[src/rtl/eth_ctl_pkg.sv]
package eth_ctl_pkg;
  // word addresses of the three registers
  localparam int unsigned CTRL_WORD = 0;
  localparam int unsigned EVT_WORD  = 1;
  localparam int unsigned MASK_WORD = 2;

  // control register bit positions
  localparam int unsigned CTRL_LRST_BIT = 0;
  localparam int unsigned CTRL_EN_BIT   = 1;
  localparam int unsigned CTRL_PMX_BIT  = 2;

  typedef enum logic [1:0] {
    SEL_CTRL,
    SEL_EVT,
    SEL_MASK,
    SEL_NONE
  } reg_sel_e;
endpackage

[src/rtl/eth_ctl_lrst.sv]
module eth_ctl_lrst #(
  parameter int unsigned RST_CYCLES = 16,
  localparam int unsigned CNT_W = (RST_CYCLES > 1) ? $clog2(RST_CYCLES) : 1
) (
  input  logic clk,
  input  logic rst,
  input  logic wr_ctl,
  input  logic wd_lrst,
  input  logic wd_en,
  input  logic wd_pmx,
  output logic busy_o,
  output logic en_o,
  output logic pmx_o,
  output logic ptr_rst_o
);
  logic             busy_q;
  logic [CNT_W-1:0] cnt_q;
  logic             en_q, pmx_q, ptr_q;
  logic             en_nxt, pmx_nxt, start;

  always_comb begin
    en_nxt  = en_q;
    pmx_nxt = pmx_q;
    start   = 1'b0;
    if (busy_q) begin
      en_nxt  = 1'b0;
      pmx_nxt = 1'b0;
    end else if (wr_ctl) begin
      if (wd_lrst) begin
        start   = 1'b1;
        en_nxt  = 1'b0;
        pmx_nxt = 1'b0;
      end else begin
        en_nxt  = wd_en;
        pmx_nxt = wd_pmx;
      end
    end
  end

  always_ff @(posedge clk) begin
    if (rst) begin
      busy_q <= 1'b0;
      cnt_q  <= '0;
      en_q   <= 1'b0;
      pmx_q  <= 1'b0;
      ptr_q  <= 1'b0;
    end else begin
      en_q  <= en_nxt;
      pmx_q <= pmx_nxt;
      ptr_q <= en_q & ~en_nxt;
      if (start) begin
        busy_q <= 1'b1;
        cnt_q  <= CNT_W'(RST_CYCLES - 1);
      end else if (busy_q) begin
        if (cnt_q == '0) busy_q <= 1'b0;
        else             cnt_q  <= cnt_q - 1'b1;
      end
    end
  end

  assign busy_o    = busy_q;
  assign en_o      = en_q;
  assign pmx_o     = pmx_q;
  assign ptr_rst_o = ptr_q;

  assert_lrst_holds_R6: assert property (@(posedge clk) disable iff (rst)
    (busy_q && cnt_q != '0) |=> busy_q);
  assert_lrst_loads_R6: assert property (@(posedge clk) disable iff (rst)
    start |=> (busy_q && cnt_q == CNT_W'(RST_CYCLES - 1)));
  assert_lrst_clears_en_R6: assert property (@(posedge clk) disable iff (rst)
    busy_q |-> (!en_q && !pmx_q));
  assert_busy_ignores_wr_R7: assert property (@(posedge clk) disable iff (rst)
    (busy_q && wr_ctl && wd_en) |=> !en_q);
  assert_ptr_on_fall_R8: assert property (@(posedge clk) disable iff (rst)
    $fell(en_q) |-> ptr_q);
  assert_ptr_only_fall_R8: assert property (@(posedge clk) disable iff (rst)
    ptr_q |-> $fell(en_q));
endmodule

[src/rtl/eth_evt_irq.sv]
module eth_evt_irq #(
  parameter int unsigned NUM_EVT = 10
) (
  input  logic               clk,
  input  logic               rst,
  input  logic               clr_all,
  input  logic [NUM_EVT-1:0] evt_pulse,
  input  logic               wr_evt,
  input  logic               wr_mask,
  input  logic [NUM_EVT-1:0] wfield,
  output logic [NUM_EVT-1:0] evt_o,
  output logic [NUM_EVT-1:0] mask_o,
  output logic               irq_o
);
  logic [NUM_EVT-1:0] evt_q, mask_q, evt_nxt, mask_nxt;
  logic               irq_q;

  for (genvar k = 0; k < NUM_EVT; k++) begin : g_bit
    always_comb begin
      if (clr_all) begin
        evt_nxt[k]  = 1'b0;
        mask_nxt[k] = 1'b0;
      end else begin
        evt_nxt[k]  = evt_pulse[k] | (evt_q[k] & ~(wr_evt & wfield[k]));
        mask_nxt[k] = wr_mask ? wfield[k] : mask_q[k];
      end
    end
  end

  always_ff @(posedge clk) begin
    if (rst) begin
      evt_q  <= '0;
      mask_q <= '0;
      irq_q  <= 1'b0;
    end else begin
      evt_q  <= evt_nxt;
      mask_q <= mask_nxt;
      irq_q  <= |(evt_nxt & mask_nxt);
    end
  end

  assign evt_o  = evt_q;
  assign mask_o = mask_q;
  assign irq_o  = irq_q;

  assert_irq_tracks_R2: assert property (@(posedge clk) disable iff (rst)
    irq_q == |(evt_q & mask_q));
  assert_pulse_sets_R3: assert property (@(posedge clk) disable iff (rst)
    (!clr_all && evt_pulse != '0) |=> ((evt_q & $past(evt_pulse)) == $past(evt_pulse)));
  assert_w1c_clears_R4: assert property (@(posedge clk) disable iff (rst)
    (!clr_all && wr_evt) |=> ((evt_q & $past(wfield & ~evt_pulse)) == '0));
  assert_set_wins_R5: assert property (@(posedge clk) disable iff (rst)
    (!clr_all && wr_evt && (wfield & evt_pulse) != '0)
      |=> ((evt_q & $past(wfield & evt_pulse)) == $past(wfield & evt_pulse)));
  assert_lrst_drops_evt_R9: assert property (@(posedge clk) disable iff (rst)
    clr_all |=> (evt_q == '0 && mask_q == '0));
endmodule

[src/rtl/eth_rd_mux.sv]
module eth_rd_mux
  import eth_ctl_pkg::*;
#(
  parameter int unsigned DATA_W  = 32,
  parameter int unsigned NUM_EVT = 10
) (
  input  logic               clk,
  input  logic               rst,
  input  reg_sel_e           sel,
  input  logic               busy,
  input  logic               en,
  input  logic               pmx,
  input  logic [NUM_EVT-1:0] evt,
  input  logic [NUM_EVT-1:0] mask,
  output logic [DATA_W-1:0]  rdata
);
  logic [DATA_W-1:0] ctrl_w, evt_w, mask_w, rd_q;

  always_comb begin
    ctrl_w                = '0;
    ctrl_w[CTRL_LRST_BIT] = busy;
    ctrl_w[CTRL_EN_BIT]   = en;
    ctrl_w[CTRL_PMX_BIT]  = pmx;
  end

  // event k sits at word bit DATA_W-1-k
  for (genvar b = 0; b < DATA_W; b++) begin : g_map
    if (b >= DATA_W - NUM_EVT) begin : g_def
      assign evt_w[b]  = evt[DATA_W-1-b];
      assign mask_w[b] = mask[DATA_W-1-b];
    end else begin : g_rsv
      assign evt_w[b]  = 1'b0;
      assign mask_w[b] = 1'b0;
    end
  end

  always_ff @(posedge clk) begin
    if (rst) rd_q <= '0;
    else begin
      unique case (sel)
        SEL_CTRL: rd_q <= ctrl_w;
        SEL_EVT:  rd_q <= evt_w;
        SEL_MASK: rd_q <= mask_w;
        default:  rd_q <= '0;
      endcase
    end
  end

  assign rdata = rd_q;

  assert_rsv_zero_R1: assert property (@(posedge clk) disable iff (rst)
    (sel == SEL_CTRL) |=> (rd_q[DATA_W-1:3] == '0));
endmodule

[src/rtl/eth_ctl_irq_regs.sv]
module eth_ctl_irq_regs
  import eth_ctl_pkg::*;
#(
  parameter int unsigned DATA_W     = 32,
  parameter int unsigned ADDR_W     = 4,
  parameter int unsigned NUM_EVT    = 10,
  parameter int unsigned RST_CYCLES = 16
) (
  input  logic               clk,
  input  logic               rst,
  input  logic               bus_we,
  input  logic [ADDR_W-1:0]  bus_addr,
  input  logic [DATA_W-1:0]  bus_wdata,
  output logic [DATA_W-1:0]  bus_rdata,
  input  logic [NUM_EVT-1:0] evt_pulse,
  output logic               irq_o,
  output logic               en_o,
  output logic               pinmux_o,
  output logic               ptr_rst_o
);
  reg_sel_e           sel;
  logic               busy;
  logic [NUM_EVT-1:0] wfield, evt, mask;

  always_comb begin
    if (bus_addr == ADDR_W'(CTRL_WORD))      sel = SEL_CTRL;
    else if (bus_addr == ADDR_W'(EVT_WORD))  sel = SEL_EVT;
    else if (bus_addr == ADDR_W'(MASK_WORD)) sel = SEL_MASK;
    else                                     sel = SEL_NONE;
  end

  for (genvar k = 0; k < NUM_EVT; k++) begin : g_wf
    assign wfield[k] = bus_wdata[DATA_W-1-k];
  end

  eth_ctl_lrst #(.RST_CYCLES(RST_CYCLES)) u_ctl (
    .clk       (clk),
    .rst       (rst),
    .wr_ctl    (bus_we && sel == SEL_CTRL),
    .wd_lrst   (bus_wdata[CTRL_LRST_BIT]),
    .wd_en     (bus_wdata[CTRL_EN_BIT]),
    .wd_pmx    (bus_wdata[CTRL_PMX_BIT]),
    .busy_o    (busy),
    .en_o      (en_o),
    .pmx_o     (pinmux_o),
    .ptr_rst_o (ptr_rst_o)
  );

  eth_evt_irq #(.NUM_EVT(NUM_EVT)) u_evt (
    .clk       (clk),
    .rst       (rst),
    .clr_all   (busy),
    .evt_pulse (evt_pulse),
    .wr_evt    (bus_we && sel == SEL_EVT),
    .wr_mask   (bus_we && sel == SEL_MASK),
    .wfield    (wfield),
    .evt_o     (evt),
    .mask_o    (mask),
    .irq_o     (irq_o)
  );

  eth_rd_mux #(.DATA_W(DATA_W), .NUM_EVT(NUM_EVT)) u_rd (
    .clk   (clk),
    .rst   (rst),
    .sel   (sel),
    .busy  (busy),
    .en    (en_o),
    .pmx   (pinmux_o),
    .evt   (evt),
    .mask  (mask),
    .rdata (bus_rdata)
  );

  assert_unmapped_zero_R10: assert property (@(posedge clk) disable iff (rst)
    (sel == SEL_NONE) |=> (bus_rdata == '0));
endmodule

[config.mk]
export PLATFORM = sky130hd
export DESIGN_NAME = eth_ctl_irq_regs
export DESIGN_NICKNAME = d
export VERILOG_FILES = /design/src/rtl/eth_ctl_pkg.sv /design/src/rtl/eth_ctl_lrst.sv /design/src/rtl/eth_evt_irq.sv /design/src/rtl/eth_rd_mux.sv /design/src/rtl/eth_ctl_irq_regs.sv
export SDC_FILE = /design/constraint.sdc
export NUM_CORES = 1
export LEC_CHECK = 0
export ABC_AREA = 1
export BUFFER_PORTS_ARGS = -buffer_cell sky130_fd_sc_hd__buf_2
export CELL_PAD_IN_SITES_DETAIL_PLACEMENT = 1
export CELL_PAD_IN_SITES_GLOBAL_PLACEMENT = 1
export CORE_UTILIZATION = 25
export DETAILED_ROUTE_END_ITERATION = 6
export PLACE_DENSITY = 0.65
export SLEW_MARGIN = 20
export SYNTH_ARGS = -nofsm -noshare
export SYNTH_HDL_FRONTEND = slang
export SYNTH_SLANG_ARGS = --single-unit
[constraint.sdc]
create_clock -name clk -period 1.9 [get_ports clk]
set_clock_uncertainty 0.15 [all_clocks]
set_input_delay 0.095 -clock clk [delete_from_list [all_inputs] [get_ports clk]]
set_output_delay 0.095 -clock clk [all_outputs]
set_load 0.005 [all_outputs]
## Word-level counts from Yosys, hierarchy flattened

Index checks and enable logic that the tools add are counted.

- Add/subtract/negate cells: 1
- Equal/unequal tests: 5
- Muxes and demuxes: 47
- Bitwise operators: 43
- Reduce and logical (&&, ||, !) cells: 10

Operator list:

| kind | count |
|---|---|
| case mux 32 bit (3 select lines) | 1 |
| two-way mux 1 bit | 41 |
| AND 1 bit | 21 |
| two-way mux 4 bit | 3 |
| NOT 1 bit | 11 |
| AND 10 bit | 1 |
| OR 1 bit | 10 |
| OR reduction 10 bit | 1 |
| zero test 4 bit | 2 |
| equality test 4 x 1 -> 1 bit, second input constant | 1 |
| equality test 4 x 2 -> 1 bit, second input constant | 1 |
| two-way mux 2 bit | 2 |
| subtractor 4 x 1 -> 4 bit, second input constant | 1 |
| logical AND 1 bit | 3 |
| equality test 2 x 1 -> 1 bit, second input constant | 1 |
| equality test 2 bit, second input constant | 1 |
| zero test 2 bit | 1 |
| != test 2 x 1 -> 1 bit, second input constant | 1 |
| AND reduction 2 bit | 1 |
| nonzero test 2 bit | 1 |
| OR reduction 2 bit | 1 |

- Bits in registers: 61
- Bits of input ports: 49
- Logic and storage cells: 115

## Depth between registers and ports, before layout

- Word-level depth: 13
- Gate-level depth with buffers: 13
- Gate-level depth less buffers: 13

## Hierarchy

From an unflattened synthesis, not the netlist that was laid out.

- Cell total of the unflattened synthesis: 288
- Area total of the unflattened synthesis: 2049.5 µm²

By module, submodules not included:

| module | times used | cells an instance | area an instance (µm²) | seq. area each (µm²) |
|---|---|---|---|---|
| eth_evt_irq | 1 | 143 | 937.1 | 420.4 |
| eth_rd_mux | 1 | 74 | 641.9 | 260.2 |
| eth_ctl_lrst | 1 | 57 | 410.4 | 160.2 |
| eth_ctl_irq_regs | 1 | 14 | 60.1 | 0.0 |

## Least setup slack after synthesis

OpenSTA, ideal clock, no wires.

- Path kind: flip-flop to flip-flop
- Start: reg u_ctl.cnt_q[0]
- End: reg u_ctl.cnt_q[3]
- Data arrival time: 1.206 ns
- Required time: 1.681 ns
- Setup slack: 0.476 ns
- Cell stages (with the launch flop): 8
- Path buffers: 0
- Period minus slack after synthesis: 1.424 ns
- Path through: dfxtp_1 inv_1 ha_1 a31oi_1 inv_1 a21oi_2 o21ai_1 o21ai_1

- Cells in the longest elaborated chain, start to end: 4
- Elaborated cells on any way between the ends: 7
- Classes of those cells: add/sub (1); eq/ne (1); mux (3); reduce/logical (2)

RTL lines:

| what | line | RTL |
|---|---|---|
| start, declared | eth_ctl_lrst.sv:17 | `logic [CNT_W-1:0] cnt_q;` |
| start signal, assigned | eth_ctl_lrst.sv:53 | `cnt_q <= CNT_W'(RST_CYCLES - 1);` |
| start signal, assigned | eth_ctl_lrst.sv:56 | `else cnt_q <= cnt_q - 1'b1;` |
| subtractor 4 x 1 -> 4 bit | eth_ctl_lrst.sv:56 |  |
| two-way mux 4 bit | eth_ctl_lrst.sv:55 | `if (cnt_q == '0) busy_q <= 1'b0;` |
| two-way mux 4 bit | eth_ctl_lrst.sv:54 | `end else if (busy_q) begin` |
| two-way mux 4 bit | eth_ctl_lrst.sv:51 | `if (start) begin` |

Several ways; a longest one is shown, not always the timed one. The select of a mux whose other input is x is not followed.
A chain may end at the register's enable or synchronous reset.

## Worst setup path in the final report

- Start: reg u_ctl.busy_q, in the netlist u_ctl.busy_o
- End: reg u_ctl.cnt_q[3]

- Cells in the longest elaborated chain, start to end: 3
- Elaborated cells on any way between the ends: 5
- Classes of those cells: eq/ne (1); mux (2); reduce/logical (2)

RTL lines:

| what | line | RTL |
|---|---|---|
| start, declared | eth_ctl_lrst.sv:16 | `logic busy_q;` |
| start signal, assigned | eth_ctl_lrst.sv:42 | `busy_q <= 1'b0;` |
| start signal, assigned | eth_ctl_lrst.sv:52 | `busy_q <= 1'b1;` |
| start signal, assigned | eth_ctl_lrst.sv:55 |  |
| two-way mux 1 bit | eth_ctl_lrst.sv:25 | `if (busy_q) begin` |
| != test 2 x 1 -> 1 bit (no line) or nonzero test 2 bit (tied branches) | - |  |
| AND reduction 2 bit (no line) | - |  |

Several ways; a longest one is shown, not always the timed one.

==> metrics <==
max-cap viol count 0; Final Total Pwr roughly 1.7 mW; most frequent cells in the layout nand2_1 (68), buf_2 (46), dfxtp_1 (42); post-route cell area around 2700 um2; logic gate share of total power 13.9%; # placed instances 430; First-pass DRT Iterations 4; # IOs 85; Crit. End Element flip-flop; final setup vio count 0; gr ovfl total 0; Hold/Removal Path Class in2reg; initial antenna violation count 0; Detailed Route WL about 5.5 mm; FMAX 619 MHz; Starting Density between 20% and 30%; endpoints failing hold 0; dpl cell area between 2000 and 2500 um2; Clock power frac around a third; worst hold path cell count 4; syn_area_per_cell 7.14 um2; largest net degree at the start of global routing 21; Int Power approximately 1.3 mW; FF-to-FF path depth 6; synth warn 0; Mapped Cells between 200 and 300; Synth cell types 26; Post CTS Setup Buffer Count 0; Layout area overhead 30.2%; TritonCTS Buffers 5; post-route setup TNS 0 ns; R2R Path Start u_ctl.busy_o; Std-Cell Rows 32; maximum clock path buffer count 2; Tcrit/Tclk final between 80 and 90%; die span in y 92.5 um; critical path data required time between 1.5 and 2 ns; Final GP Congestion about 0.72; number of global-route vias before repair between 2,000 and 2,500; R2R Setup Slk 0.28 ns; switching part of the total 26.2%; Mapped Area just over 2000 um2; Nets just over 400; clk_lat worst skew around 0.29 ns; Slew Viols, Final 0; Yosys reg bits 42; sw power about 0.45 mW; I/O Buffers 46; Residual DRC 0; PwrDens 639 nW/um2; final non-filler cell total between 400 and 500; Vias roughly 2,000; Die X approximately 93 um; Iter 0 DRT Violations 59; CTS tree built; CORE AREA ~7800 um2; Worst Path Arrival 1.70 ns; clk root buf clkbuf_8; LEAKAGE between 1 and 1.5 nW; status complete, no violations; Via density 4.27; area occupied by multi-input gates between 900 and 1000 um2; layout cell share with drive strength beyond 1 around 22%; GRT Overall Usage between 10% and 20%; post-DP HPWL roughly 4 mm; Peak VDD IR 232 uV; Reg power frac a little over half; clock sinks between 40 and 50; first-pass GRT wire length around 9.4 mm; H-tree levels 2; Hold WS around 0.019 ns; critical-path maximum fanout 14; fin crit period ~1.6 ns; fillers 1,003; Setup Crit Path Kind reg2reg; die area around 8600 um2; Clock transition at path regs about 0.08 ns; WL/cell between 10 and 15 um; # diodes 0; post-route ant nets 0; worst hold start bus_addr[0]; hold endpoint u_rd.rdata[1]; RSZ-0062 raised after global routing no; worst r2r dst u_ctl.cnt_q[3]; most common cell after layout, fill and taps aside nand2_1; sequential-to-total area share from yosys stat 41.0%; crit start category flip-flop; Setup crit start u_ctl.busy_o; FF+latch area 841 um2
-- metrics by stage --
stage | setup WS (ns) | util [%]
3_3_place_gp | 0.197 | 30.1
2_1_floorplan | 0.476 | -
5_1_grt | 0.105 | 34.0
4_1_cts | 0.239 | 34.0
6_report | 0.284 | 34.0
3_5_place_dp | 0.157 | 30.1
-- repair_timing --
action                                  4_1_cts  5_1_grt
hold buffers                                 23        0
endpoints found under the setup margin        0        0
endpoints found under the hold margin        23        0
resized for setup                             0        0
-- cells in the mapped netlist (all sizes together) --
library cell | count | area share [%]
nand2 | 68 | 12
nand4 | 6 | 1.8
clkbuf | 7 | 1.3
o21ai | 3 | 0.73
dfxtp | 42 | 41
nand3 | 25 | 6.8
inv | 36 | 6.6
nor2 | 29 | 7.4
conb | 1 | 0.18
ha | 2 | 1.2
a31oi | 2 | 0.61
a211oi | 1 | 0.37
xor2 | 2 | 0.85
buf | 25 | 8.9
o211a | 1 | 0.49
nor3 | 12 | 2.9
a21oi | 25 | 6.3
-- logic make-up (layout without fill, tap and decap cells) --
group / count (synthesis) / after routing / share of synthesized area, %
flip-flops: 42 / 42 / 41.0
AO/OA/AOI/OAI: 32 / 32 / 8.49
other: 1 / 19 / 0.183
buffers and inverters: 68 / 121 / 16.8
AND/OR/NAND/NOR: 140 / 140 / 31.4
adder cells (fa/ha/maj): 2 / 2 / 1.22
XOR/XNOR: 2 / 2 / 0.855
-- cell type report --
type                       instances  share of cell area [%]
clock inverter                     2                   0.375
tap                              102                    4.78
multi-input combinational        195                    34.9
sequential                        42                    31.5
clock buffer                       5                    2.58
timing repair buffer              78                    20.7
inverter                          36                    5.07
-- metal layers --
metal	routed length (um)	vias to the layer above	GRT usage (%)
met5	0	-	0
met2	2600	45	23.8
met1	2550	907	17.4
li1	-	1006	-
met4	70	0	4.30
met3	228	6	2.38
-- power by group through the flow --
stage | clock network, mW | logic (mW) | registers [mW]
2_1_floorplan | 0 | 0.144 | 0.938
3_3_place_gp | 0 | 0.199 | 0.939
3_5_place_dp | 0 | 0.203 | 0.940
4_1_cts | 0.575 | 0.240 | 0.919
5_1_grt | 0.605 | 0.270 | 0.922
6_report | 0.549 | 0.237 | 0.919
-- how the worst max path moves through the flow --
stage	end	slack (ns)	depth (start not counted)
2_1_floorplan	u_ctl.cnt_q[3]	0.48	7
3_3_place_gp	u_evt.irq_o	0.20	13
3_5_place_dp	u_evt.irq_o	0.16	13
4_1_cts	u_ctl.cnt_q[3]	0.24	6
5_1_grt	u_ctl.cnt_q[3]	0.10	6
6_report	u_ctl.cnt_q[3]	0.28	6
-- sequential cells by signal, summed over array words and instances (netlist names) --
register         count
u_rd.rdata          13
u_ctl.pmx_o          1
u_evt.mask_o        10
u_evt.evt_o         10
u_ctl.cnt_q          4
u_ctl.ptr_rst_o      1
u_evt.irq_o          1
u_ctl.busy_o         1
u_ctl.en_o           1
-- worst max-delay path: stages, from the launching register on --
cell	delay, ns
dfxtp_1	0.34
inv_1	0.23
a31oi_1	0.40
inv_1	0.12
a21oi_2	0.16
o21ai_1	0.07
o21ai_1	0.07
No activity file was read; power rests on OpenSTA's default activity.
